File: src/rtl/rxu_pkg.sv
package rxu_pkg;
  localparam int unsigned BYTE_W = 8;
  localparam int unsigned WORD_W = 2 * BYTE_W;
  localparam int unsigned NWR    = 2;  // write ports: destination, swap partner

  typedef enum logic [1:0] {
    OP_TFR  = 2'd0,
    OP_XCHG = 2'd1,
    OP_SEXT = 2'd2,
    OP_LOAD = 2'd3
  } op_e;

  // bit 2 of the code marks a wide register
  typedef enum logic [2:0] {
    RC_A   = 3'd0,
    RC_B   = 3'd1,
    RC_CCR = 3'd2,
    RC_RSV = 3'd3,
    RC_D   = 3'd4,
    RC_X   = 3'd5,
    RC_Y   = 3'd6,
    RC_SP  = 3'd7
  } reg_code_e;

  typedef struct packed {
    logic              en;
    reg_code_e         code;
    logic [WORD_W-1:0] data;
  } wr_port_t;

  function automatic logic [WORD_W-1:0] pick(
    input reg_code_e         c,
    input logic [BYTE_W-1:0] a,
    input logic [BYTE_W-1:0] b,
    input logic [BYTE_W-1:0] ccr,
    input logic [WORD_W-1:0] x,
    input logic [WORD_W-1:0] y,
    input logic [WORD_W-1:0] sp
  );
    case (c)
      RC_A:    return {{BYTE_W{1'b0}}, a};
      RC_B:    return {{BYTE_W{1'b0}}, b};
      RC_CCR:  return {{BYTE_W{1'b0}}, ccr};
      RC_D:    return {a, b};
      RC_X:    return x;
      RC_Y:    return y;
      RC_SP:   return sp;
      default: return '0;
    endcase
  endfunction
endpackage

File: src/rtl/rxu_read_port.sv
module rxu_read_port
  import rxu_pkg::*;
(
  input  reg_code_e         code_i,
  input  logic [BYTE_W-1:0] a_i,
  input  logic [BYTE_W-1:0] b_i,
  input  logic [BYTE_W-1:0] ccr_i,
  input  logic [WORD_W-1:0] x_i,
  input  logic [WORD_W-1:0] y_i,
  input  logic [WORD_W-1:0] sp_i,
  output logic [WORD_W-1:0] val_o,
  output logic              wide_o,
  output logic              ok_o
);
  always_comb begin
    val_o  = '0;
    wide_o = 1'b0;
    ok_o   = 1'b1;
    case (code_i)
      RC_A:   val_o = {{BYTE_W{1'b0}}, a_i};
      RC_B:   val_o = {{BYTE_W{1'b0}}, b_i};
      RC_CCR: val_o = {{BYTE_W{1'b0}}, ccr_i};
      RC_D:   begin val_o = {a_i, b_i}; wide_o = 1'b1; end
      RC_X:   begin val_o = x_i;        wide_o = 1'b1; end
      RC_Y:   begin val_o = y_i;        wide_o = 1'b1; end
      RC_SP:  begin val_o = sp_i;       wide_o = 1'b1; end
      default: ok_o = 1'b0;
    endcase
  end
endmodule

File: src/rtl/rxu_cmd_plan.sv
module rxu_cmd_plan
  import rxu_pkg::*;
(
  input  logic                  valid_i,
  input  op_e                   op_i,
  input  reg_code_e             src_i,
  input  reg_code_e             dst_i,
  input  logic [WORD_W-1:0]     load_i,
  input  logic [WORD_W-1:0]     src_val_i,
  input  logic                  src_wide_i,
  input  logic                  src_ok_i,
  input  logic [WORD_W-1:0]     dst_val_i,
  input  logic                  dst_wide_i,
  input  logic                  dst_ok_i,
  output wr_port_t [NWR-1:0]    wr_o
);
  logic [WORD_W-1:0] sext_v;
  logic              mixed;
  logic              tfr_ok;

  assign sext_v = {{BYTE_W{src_val_i[BYTE_W-1]}}, src_val_i[BYTE_W-1:0]};
  assign mixed  = src_wide_i ^ dst_wide_i;
  assign tfr_ok = (op_i == OP_TFR) || (!src_wide_i && dst_wide_i);

  always_comb begin
    wr_o = '0;
    if (valid_i && dst_ok_i) begin
      case (op_i)
        OP_LOAD: wr_o[0] = '{en: 1'b1, code: dst_i, data: load_i};
        OP_TFR, OP_SEXT: begin
          if (src_ok_i && tfr_ok)
            wr_o[0] = '{en: 1'b1, code: dst_i,
                        data: src_wide_i ? src_val_i : sext_v};
        end
        OP_XCHG: begin
          if (src_ok_i && (src_i != dst_i)) begin
            // a mixed swap clears the high byte of the wide side
            wr_o[0] = '{en: 1'b1, code: dst_i,
                        data: (mixed && dst_wide_i)
                              ? {{BYTE_W{1'b0}}, src_val_i[BYTE_W-1:0]} : src_val_i};
            wr_o[1] = '{en: 1'b1, code: src_i,
                        data: (mixed && src_wide_i)
                              ? {{BYTE_W{1'b0}}, dst_val_i[BYTE_W-1:0]} : dst_val_i};
          end
        end
        default: ;
      endcase
    end
  end
endmodule

File: src/rtl/rxu_regfile.sv
module rxu_regfile
  import rxu_pkg::*;
#(
  parameter logic [WORD_W-1:0] SP_RESET = '0
) (
  input  logic                  clk_i,
  input  logic                  rst_ni,
  input  wr_port_t [NWR-1:0]    wr_i,
  output logic [BYTE_W-1:0]     a_o,
  output logic [BYTE_W-1:0]     b_o,
  output logic [BYTE_W-1:0]     ccr_o,
  output logic [WORD_W-1:0]     x_o,
  output logic [WORD_W-1:0]     y_o,
  output logic [WORD_W-1:0]     sp_o
);
  logic [BYTE_W-1:0] a_q, b_q, ccr_q, a_n, b_n, ccr_n;
  logic [WORD_W-1:0] x_q, y_q, sp_q, x_n, y_n, sp_n;

  always_comb begin
    a_n = a_q; b_n = b_q; ccr_n = ccr_q;
    x_n = x_q; y_n = y_q; sp_n = sp_q;
    // wide writes first, then narrow writes override the shared accumulator bytes
    for (int p = 0; p < NWR; p++) begin
      if (wr_i[p].en) begin
        case (wr_i[p].code)
          RC_D: begin
            a_n = wr_i[p].data[WORD_W-1:BYTE_W];
            b_n = wr_i[p].data[BYTE_W-1:0];
          end
          RC_X:    x_n  = wr_i[p].data;
          RC_Y:    y_n  = wr_i[p].data;
          RC_SP:   sp_n = wr_i[p].data;
          default: ;
        endcase
      end
    end
    for (int p = 0; p < NWR; p++) begin
      if (wr_i[p].en) begin
        case (wr_i[p].code)
          RC_A:    a_n   = wr_i[p].data[BYTE_W-1:0];
          RC_B:    b_n   = wr_i[p].data[BYTE_W-1:0];
          RC_CCR:  ccr_n = wr_i[p].data[BYTE_W-1:0];
          default: ;
        endcase
      end
    end
  end

  always_ff @(posedge clk_i or negedge rst_ni) begin
    if (!rst_ni) begin
      a_q <= '0; b_q <= '0; ccr_q <= '0;
      x_q <= '0; y_q <= '0; sp_q <= SP_RESET;
    end else begin
      a_q <= a_n; b_q <= b_n; ccr_q <= ccr_n;
      x_q <= x_n; y_q <= y_n; sp_q <= sp_n;
    end
  end

  assign a_o = a_q;  assign b_o = b_q;  assign ccr_o = ccr_q;
  assign x_o = x_q;  assign y_o = y_q;  assign sp_o  = sp_q;

  // stack pointer holds its reset value while reset is held
  always_comb if (!rst_ni) AST_SP_RESET: assert (sp_q == SP_RESET);
endmodule

File: src/rtl/reg_xfer_unit.sv
module reg_xfer_unit
  import rxu_pkg::*;
#(
  parameter logic [15:0] SP_RESET = 16'h0000
) (
  input  logic        clk_i,
  input  logic        rst_ni,
  input  logic        cmd_valid_i,
  input  logic [1:0]  cmd_op_i,
  input  logic [2:0]  cmd_src_i,
  input  logic [2:0]  cmd_dst_i,
  input  logic [15:0] load_data_i,
  output logic [7:0]  acc_a_o,
  output logic [7:0]  acc_b_o,
  output logic [7:0]  ccr_o,
  output logic [15:0] idx_x_o,
  output logic [15:0] idx_y_o,
  output logic [15:0] sp_o
);
  localparam int unsigned NRD = 2;  // 0: source, 1: destination

  reg_code_e [NRD-1:0]         rd_code;
  logic [NRD-1:0][WORD_W-1:0]  rd_val;
  logic [NRD-1:0]              rd_wide;
  logic [NRD-1:0]              rd_ok;
  wr_port_t [NWR-1:0]          wr;

  assign rd_code[0] = reg_code_e'(cmd_src_i);
  assign rd_code[1] = reg_code_e'(cmd_dst_i);

  for (genvar g = 0; g < NRD; g++) begin : g_rd
    rxu_read_port u_rd (
      .code_i (rd_code[g]),
      .a_i    (acc_a_o),
      .b_i    (acc_b_o),
      .ccr_i  (ccr_o),
      .x_i    (idx_x_o),
      .y_i    (idx_y_o),
      .sp_i   (sp_o),
      .val_o  (rd_val[g]),
      .wide_o (rd_wide[g]),
      .ok_o   (rd_ok[g])
    );
  end

  rxu_cmd_plan u_plan (
    .valid_i    (cmd_valid_i),
    .op_i       (op_e'(cmd_op_i)),
    .src_i      (rd_code[0]),
    .dst_i      (rd_code[1]),
    .load_i     (load_data_i),
    .src_val_i  (rd_val[0]),
    .src_wide_i (rd_wide[0]),
    .src_ok_i   (rd_ok[0]),
    .dst_val_i  (rd_val[1]),
    .dst_wide_i (rd_wide[1]),
    .dst_ok_i   (rd_ok[1]),
    .wr_o       (wr)
  );

  rxu_regfile #(.SP_RESET(SP_RESET)) u_rf (
    .clk_i  (clk_i),
    .rst_ni (rst_ni),
    .wr_i   (wr),
    .a_o    (acc_a_o),
    .b_o    (acc_b_o),
    .ccr_o  (ccr_o),
    .x_o    (idx_x_o),
    .y_o    (idx_y_o),
    .sp_o   (sp_o)
  );

  logic copy_cmd, no_effect;
  assign copy_cmd  = cmd_valid_i && (cmd_op_i == OP_TFR || cmd_op_i == OP_SEXT) && rd_ok[0] && rd_ok[1];
  assign no_effect = !cmd_valid_i || (cmd_dst_i == RC_RSV) || (cmd_op_i != OP_LOAD && cmd_src_i == RC_RSV);

  AST_SEXT_FILL: assert property (@(posedge clk_i) disable iff (!rst_ni)
    (copy_cmd && !rd_wide[0] && rd_wide[1]) |=>
    (pick(reg_code_e'($past(cmd_dst_i)), acc_a_o, acc_b_o, ccr_o, idx_x_o, idx_y_o, sp_o)
      == {{BYTE_W{$past(rd_val[0][BYTE_W-1])}}, $past(rd_val[0][BYTE_W-1:0])}));

  AST_TRUNC_LOW: assert property (@(posedge clk_i) disable iff (!rst_ni)
    (copy_cmd && cmd_op_i == OP_TFR && rd_wide[0] && !rd_wide[1]) |=>
    (pick(reg_code_e'($past(cmd_dst_i)), acc_a_o, acc_b_o, ccr_o, idx_x_o, idx_y_o, sp_o)
      == {{BYTE_W{1'b0}}, $past(rd_val[0][BYTE_W-1:0])}));

  AST_MIXED_HIGH_ZERO: assert property (@(posedge clk_i) disable iff (!rst_ni)
    (cmd_valid_i && cmd_op_i == OP_XCHG && rd_ok[0] && rd_ok[1] && (rd_wide[0] ^ rd_wide[1])
      && cmd_src_i != RC_D && cmd_dst_i != RC_D) |=>
    (pick(reg_code_e'($past(cmd_src_i[2] ? cmd_src_i : cmd_dst_i)),
          acc_a_o, acc_b_o, ccr_o, idx_x_o, idx_y_o, sp_o)[WORD_W-1:BYTE_W] == '0));

  AST_NO_EFFECT: assert property (@(posedge clk_i) disable iff (!rst_ni)
    no_effect |=> ($stable(acc_a_o) && $stable(acc_b_o) && $stable(ccr_o)
                   && $stable(idx_x_o) && $stable(idx_y_o) && $stable(sp_o)));

  AST_CCR_HOLD: assert property (@(posedge clk_i) disable iff (!rst_ni)
    (cmd_dst_i != RC_CCR && !(cmd_op_i == OP_XCHG && cmd_src_i == RC_CCR)) |=> $stable(ccr_o));

  AST_LOAD_WRITE: assert property (@(posedge clk_i) disable iff (!rst_ni)
    (cmd_valid_i && cmd_op_i == OP_LOAD && cmd_dst_i[2]) |=>
    (pick(reg_code_e'($past(cmd_dst_i)), acc_a_o, acc_b_o, ccr_o, idx_x_o, idx_y_o, sp_o)
      == $past(load_data_i)));
endmodule

File: config.mk
export PLATFORM = sky130hd
export DESIGN_NAME = reg_xfer_unit
export DESIGN_NICKNAME = d
export VERILOG_FILES = /design/src/rtl/rxu_pkg.sv /design/src/rtl/rxu_read_port.sv /design/src/rtl/rxu_cmd_plan.sv /design/src/rtl/rxu_regfile.sv /design/src/rtl/reg_xfer_unit.sv
export SDC_FILE = /design/constraint.sdc
export NUM_CORES = 1
export LEC_CHECK = 0
export BUFFER_PORTS_ARGS = -buffer_cell sky130_fd_sc_hd__buf_2
export CAP_MARGIN = 10
export CORE_MARGIN = 1.5
export CORE_UTILIZATION = 37
export DETAILED_ROUTE_END_ITERATION = 10
export GPL_TIMING_DRIVEN = 0
export HOLD_SLACK_MARGIN = 0.12
export PLACE_DENSITY_LB_ADDON = 0.2
export SKIP_LAST_GASP = 1
export SYNTH_ARGS = -nofsm -noshare
export SYNTH_HDL_FRONTEND = slang
export SYNTH_SLANG_ARGS = --single-unit
File: constraint.sdc
create_clock -name clk_i -period 2.8 [get_ports clk_i]
set_clock_uncertainty 0.2 [all_clocks]
set_input_delay 0.56 -clock clk_i [delete_from_list [all_inputs] [get_ports clk_i]]
set_output_delay 0.56 -clock clk_i [all_outputs]
set_load 0.01 [all_outputs]
==> impl_metrics.csv <==
group,metric,value,unit
run_status,outcome,"finished, final reports clean",
critical_path,critPathMaxFanout,10,
synth,syn-num-nets,663,
synth,synth-seq-cells,72,
timing,setup_viol,0,
critical_path,ff2ff_path_depth,6,
synth,synth.avg_cell_area,8.72,um2
hold_path,whs_path_depth,3,
cts,cts_inserted_buffers,9,
synth,synthCells,636,
final_layout,fin_area,6650,um2
synth,yosysTopAreaCell,"dfrtp_1",
power,cellPowerDensity,722,nW/um2
critical_path,cp.arrival,2.82,ns
synth,synth_common_cells,"dfrtp_1, o21ai_0, nand2_1, o22ai_1, nor2_1",
floorplanning,core_area,14600,um2
hold_path,worstHoldEndpoint,"u_rf.x_o[13]",
global_routing,grt_pass1_wl,38800,um
cts,worstSkewPairLatency,0.35,ns
critical_path,crit_path_end_kind,"register",
route,dr.first_iter.drc_count,1021,
timing,fin_hold_ws,0.361,ns
final_layout,fin_nets,769,
place,place_area,6270,um2
route,drt_wl_total,26200,um
synth,synth_edf_count,0,
final_layout,syn2layout_area_growth,20.0,%
critical_path,worst_setup_path_start_kind,"primary input",
timing,finalWorstSetupSlack,0.0360,ns
timing,max_freq,0.362,GHz
timing,hold_viol,0,
route,dr.pass1.iters,6,
cts,cts_sinks,72,
cts,clock_tree.buffer_depth,2,
final_layout,utilization,0.456,
floorplanning,initial_core_util,0.380,
floorplanning,die_w,125,um
job,maxCapViolations,0,
critical_path,reg2reg_from,"u_rf.b_o[7]",
critical_path,crit_type,"primary input to register",
place,port-buffer-count,95,
route,wl_per_cell,28.2,um
timing,rsz0062_at_grt,"yes",
global_routing,grt_max_degree,42,
floorplanning,num_rows,44,
timing,slew_headroom,0.366,
final_layout,final_cells,929,
place,dp.cells,916,
final_layout,antenna_cells,0,
critical_path,reg2reg_slack,0.41,ns
place,post-place-ws,-0.590,ns
cts,cts_tree,"yes",
floorplanning,die_area,15700,um2
final_layout,drive_gt1_frac,0.259,
synth,ys_top_cells_by_area,"dfrtp_1, mux2i_1, mux4_2",
synth,yosys_warnings,0,
route,viasPerCell,6.85,
cts,clockRootBuffer,"clkbuf_16",
global_routing,grt_pass1_vias,6309,
critical_path,crit_required,2.85,ns
synth,synth.most_common_cell,"dfrtp_1",
cts,h-tree-depth,3,
timing,period_share,0.987,
synth,synth.distinct_cells,62,
route,via_count,6366,
route,drc,0,
floorplanning,ioPinCount,99,
synth,synth_top_area_share,0.325,
timing,finalCriticalPeriod,2.76,ns
place,gp_congestion,0.963,
hold_path,hold_class,"primary input to register",
power,total_leakage_power,2.88,nW
route,ant_nets,0,
timing,maxSlewViolCount,0,
global_routing,gr-usage-all-layers,0.331,
synth,yosysSeqAreaShare,0.325,
global_routing,grt_antenna_before_repair,0,
global_routing,overflow,0,
synth,async_flop_share,1.00,
cts,clk_pin_slew_worst_paths,0.06,ns
synth,synth-main-ff-cell,"dfrtp_1",
timing,worstMarginPinSlew,0.950,ns
power,ir_drop,0.452,mV
floorplanning,die_h,125,um
place,dpl.hpwl,18100,um
critical_path,rr_endpoint,"u_rf.a_o[3]",
synth,syn_area,5540,um2
hold_path,min_from,"load_data_i[13]",
## cells in the final DEF, fill, tap and decap left out, types with 7 or more instances in the layout
master and instances:
o21ai_0 56, a31oi_1 12, mux4_2 17, mux2i_1 43, clkbuf_2 12, nor2b_1 8, a22oi_1 12, o21ai_1 7
nand2b_1 13, o22ai_1 52, buf_2 115, clkbuf_1 12, a211oi_1 17, nor2_1 49, dfrtp_1 72, a21oi_1 15
nor3b_1 12, nand3_1 16, and3_1 7, nand2_1 57, inv_1 15, clkbuf_16 9
## worst max-delay path, cell delays in order
cell and delay, ns:
buf_2 0.12, buf_6 0.17, nor2b_4 0.25, a21bo_1 0.13, buf_2 0.23, nor3_2 0.11, nand4_1 0.12, buf_1 0.69
o21ai_0 0.22, o22ai_1 0.21
## layout make-up
cell class | count | area (um2)
multi-input combinational | 493 | 3460
buffer | 54 | 289
timing repair buffer | 97 | 508
inverter | 15 | 56.3
clock inverter | 3 | 67.6
sequential | 72 | 1800
tap | 184 | 230
fill | 1467 | 7940
clock buffer | 11 | 243
## cell families after synthesis
group | synth area share
muxes | 0.157
buffers and inverters | 0.0609
AOI/OAI and AO/OA | 0.273
xor gates and xnor gates | 0.00632
DFF | 0.325
and+or+nand+nor | 0.178
## where the power goes
part	leakage (nW)	internal (mW)	switching (mW)
Clock	0.148	0.795	0.467
Sequential	0.873	1.34	0.440
Combinational	1.86	0.786	0.972
Total	2.88	2.93	1.88
## layer usage
metal,vias to the layer above,track usage,wire (um)
met3,110,0.0800,3190
met2,564,0.488,11300
met5,-,0,0
met4,0,0.211,1570
li1,2654,-,-
met1,3038,0.434,10100
## per-stage QoR
stage / power [mW] / TNS [ns]
2_1_floorplan: 2.72 / 0
3_3_place_gp: 3.42 / -23.83
3_5_place_dp: 3.47 / -25.07
4_1_cts: 4.75 / 0
5_1_grt: 5.01 / -0.0306
6_report: 4.81 / 0
## timing repair
action                                 in CTS  in global routing
buffers inserted                            0                  0
setup endpoints to repair                  31                 66
hold buffers                                1                  0
gates cloned                                0                  0
resized for setup                           4                 37
endpoints found under the hold margin      31                  0
## registers in the layout, summed over array words and instances (netlist names)
register,cells
u_rf.sp_o,16
u_rf.b_o,8
u_rf.y_o,16
u_rf.ccr_o,8
u_rf.a_o,8
u_rf.x_o,16
## worst max path at each step
stage                       startpoint       endpoint  slack [ns]  cells after the start
final                     cmd_dst_i[0]  u_rf.sp_o[11]        0.04                     10
after floorplan           cmd_src_i[0]    u_rf.b_o[0]        0.29                      8
after global placement    cmd_dst_i[0]  u_rf.sp_o[12]       -0.58                     10
after detailed placement  cmd_dst_i[0]   u_rf.sp_o[1]       -0.59                     10
after CTS                  cmd_op_i[1]  u_rf.sp_o[13]       0.007                      9
after global routing       cmd_op_i[1]  u_rf.sp_o[13]       -0.03                      9
Note: power is estimated with default switching activity, not from simulation.
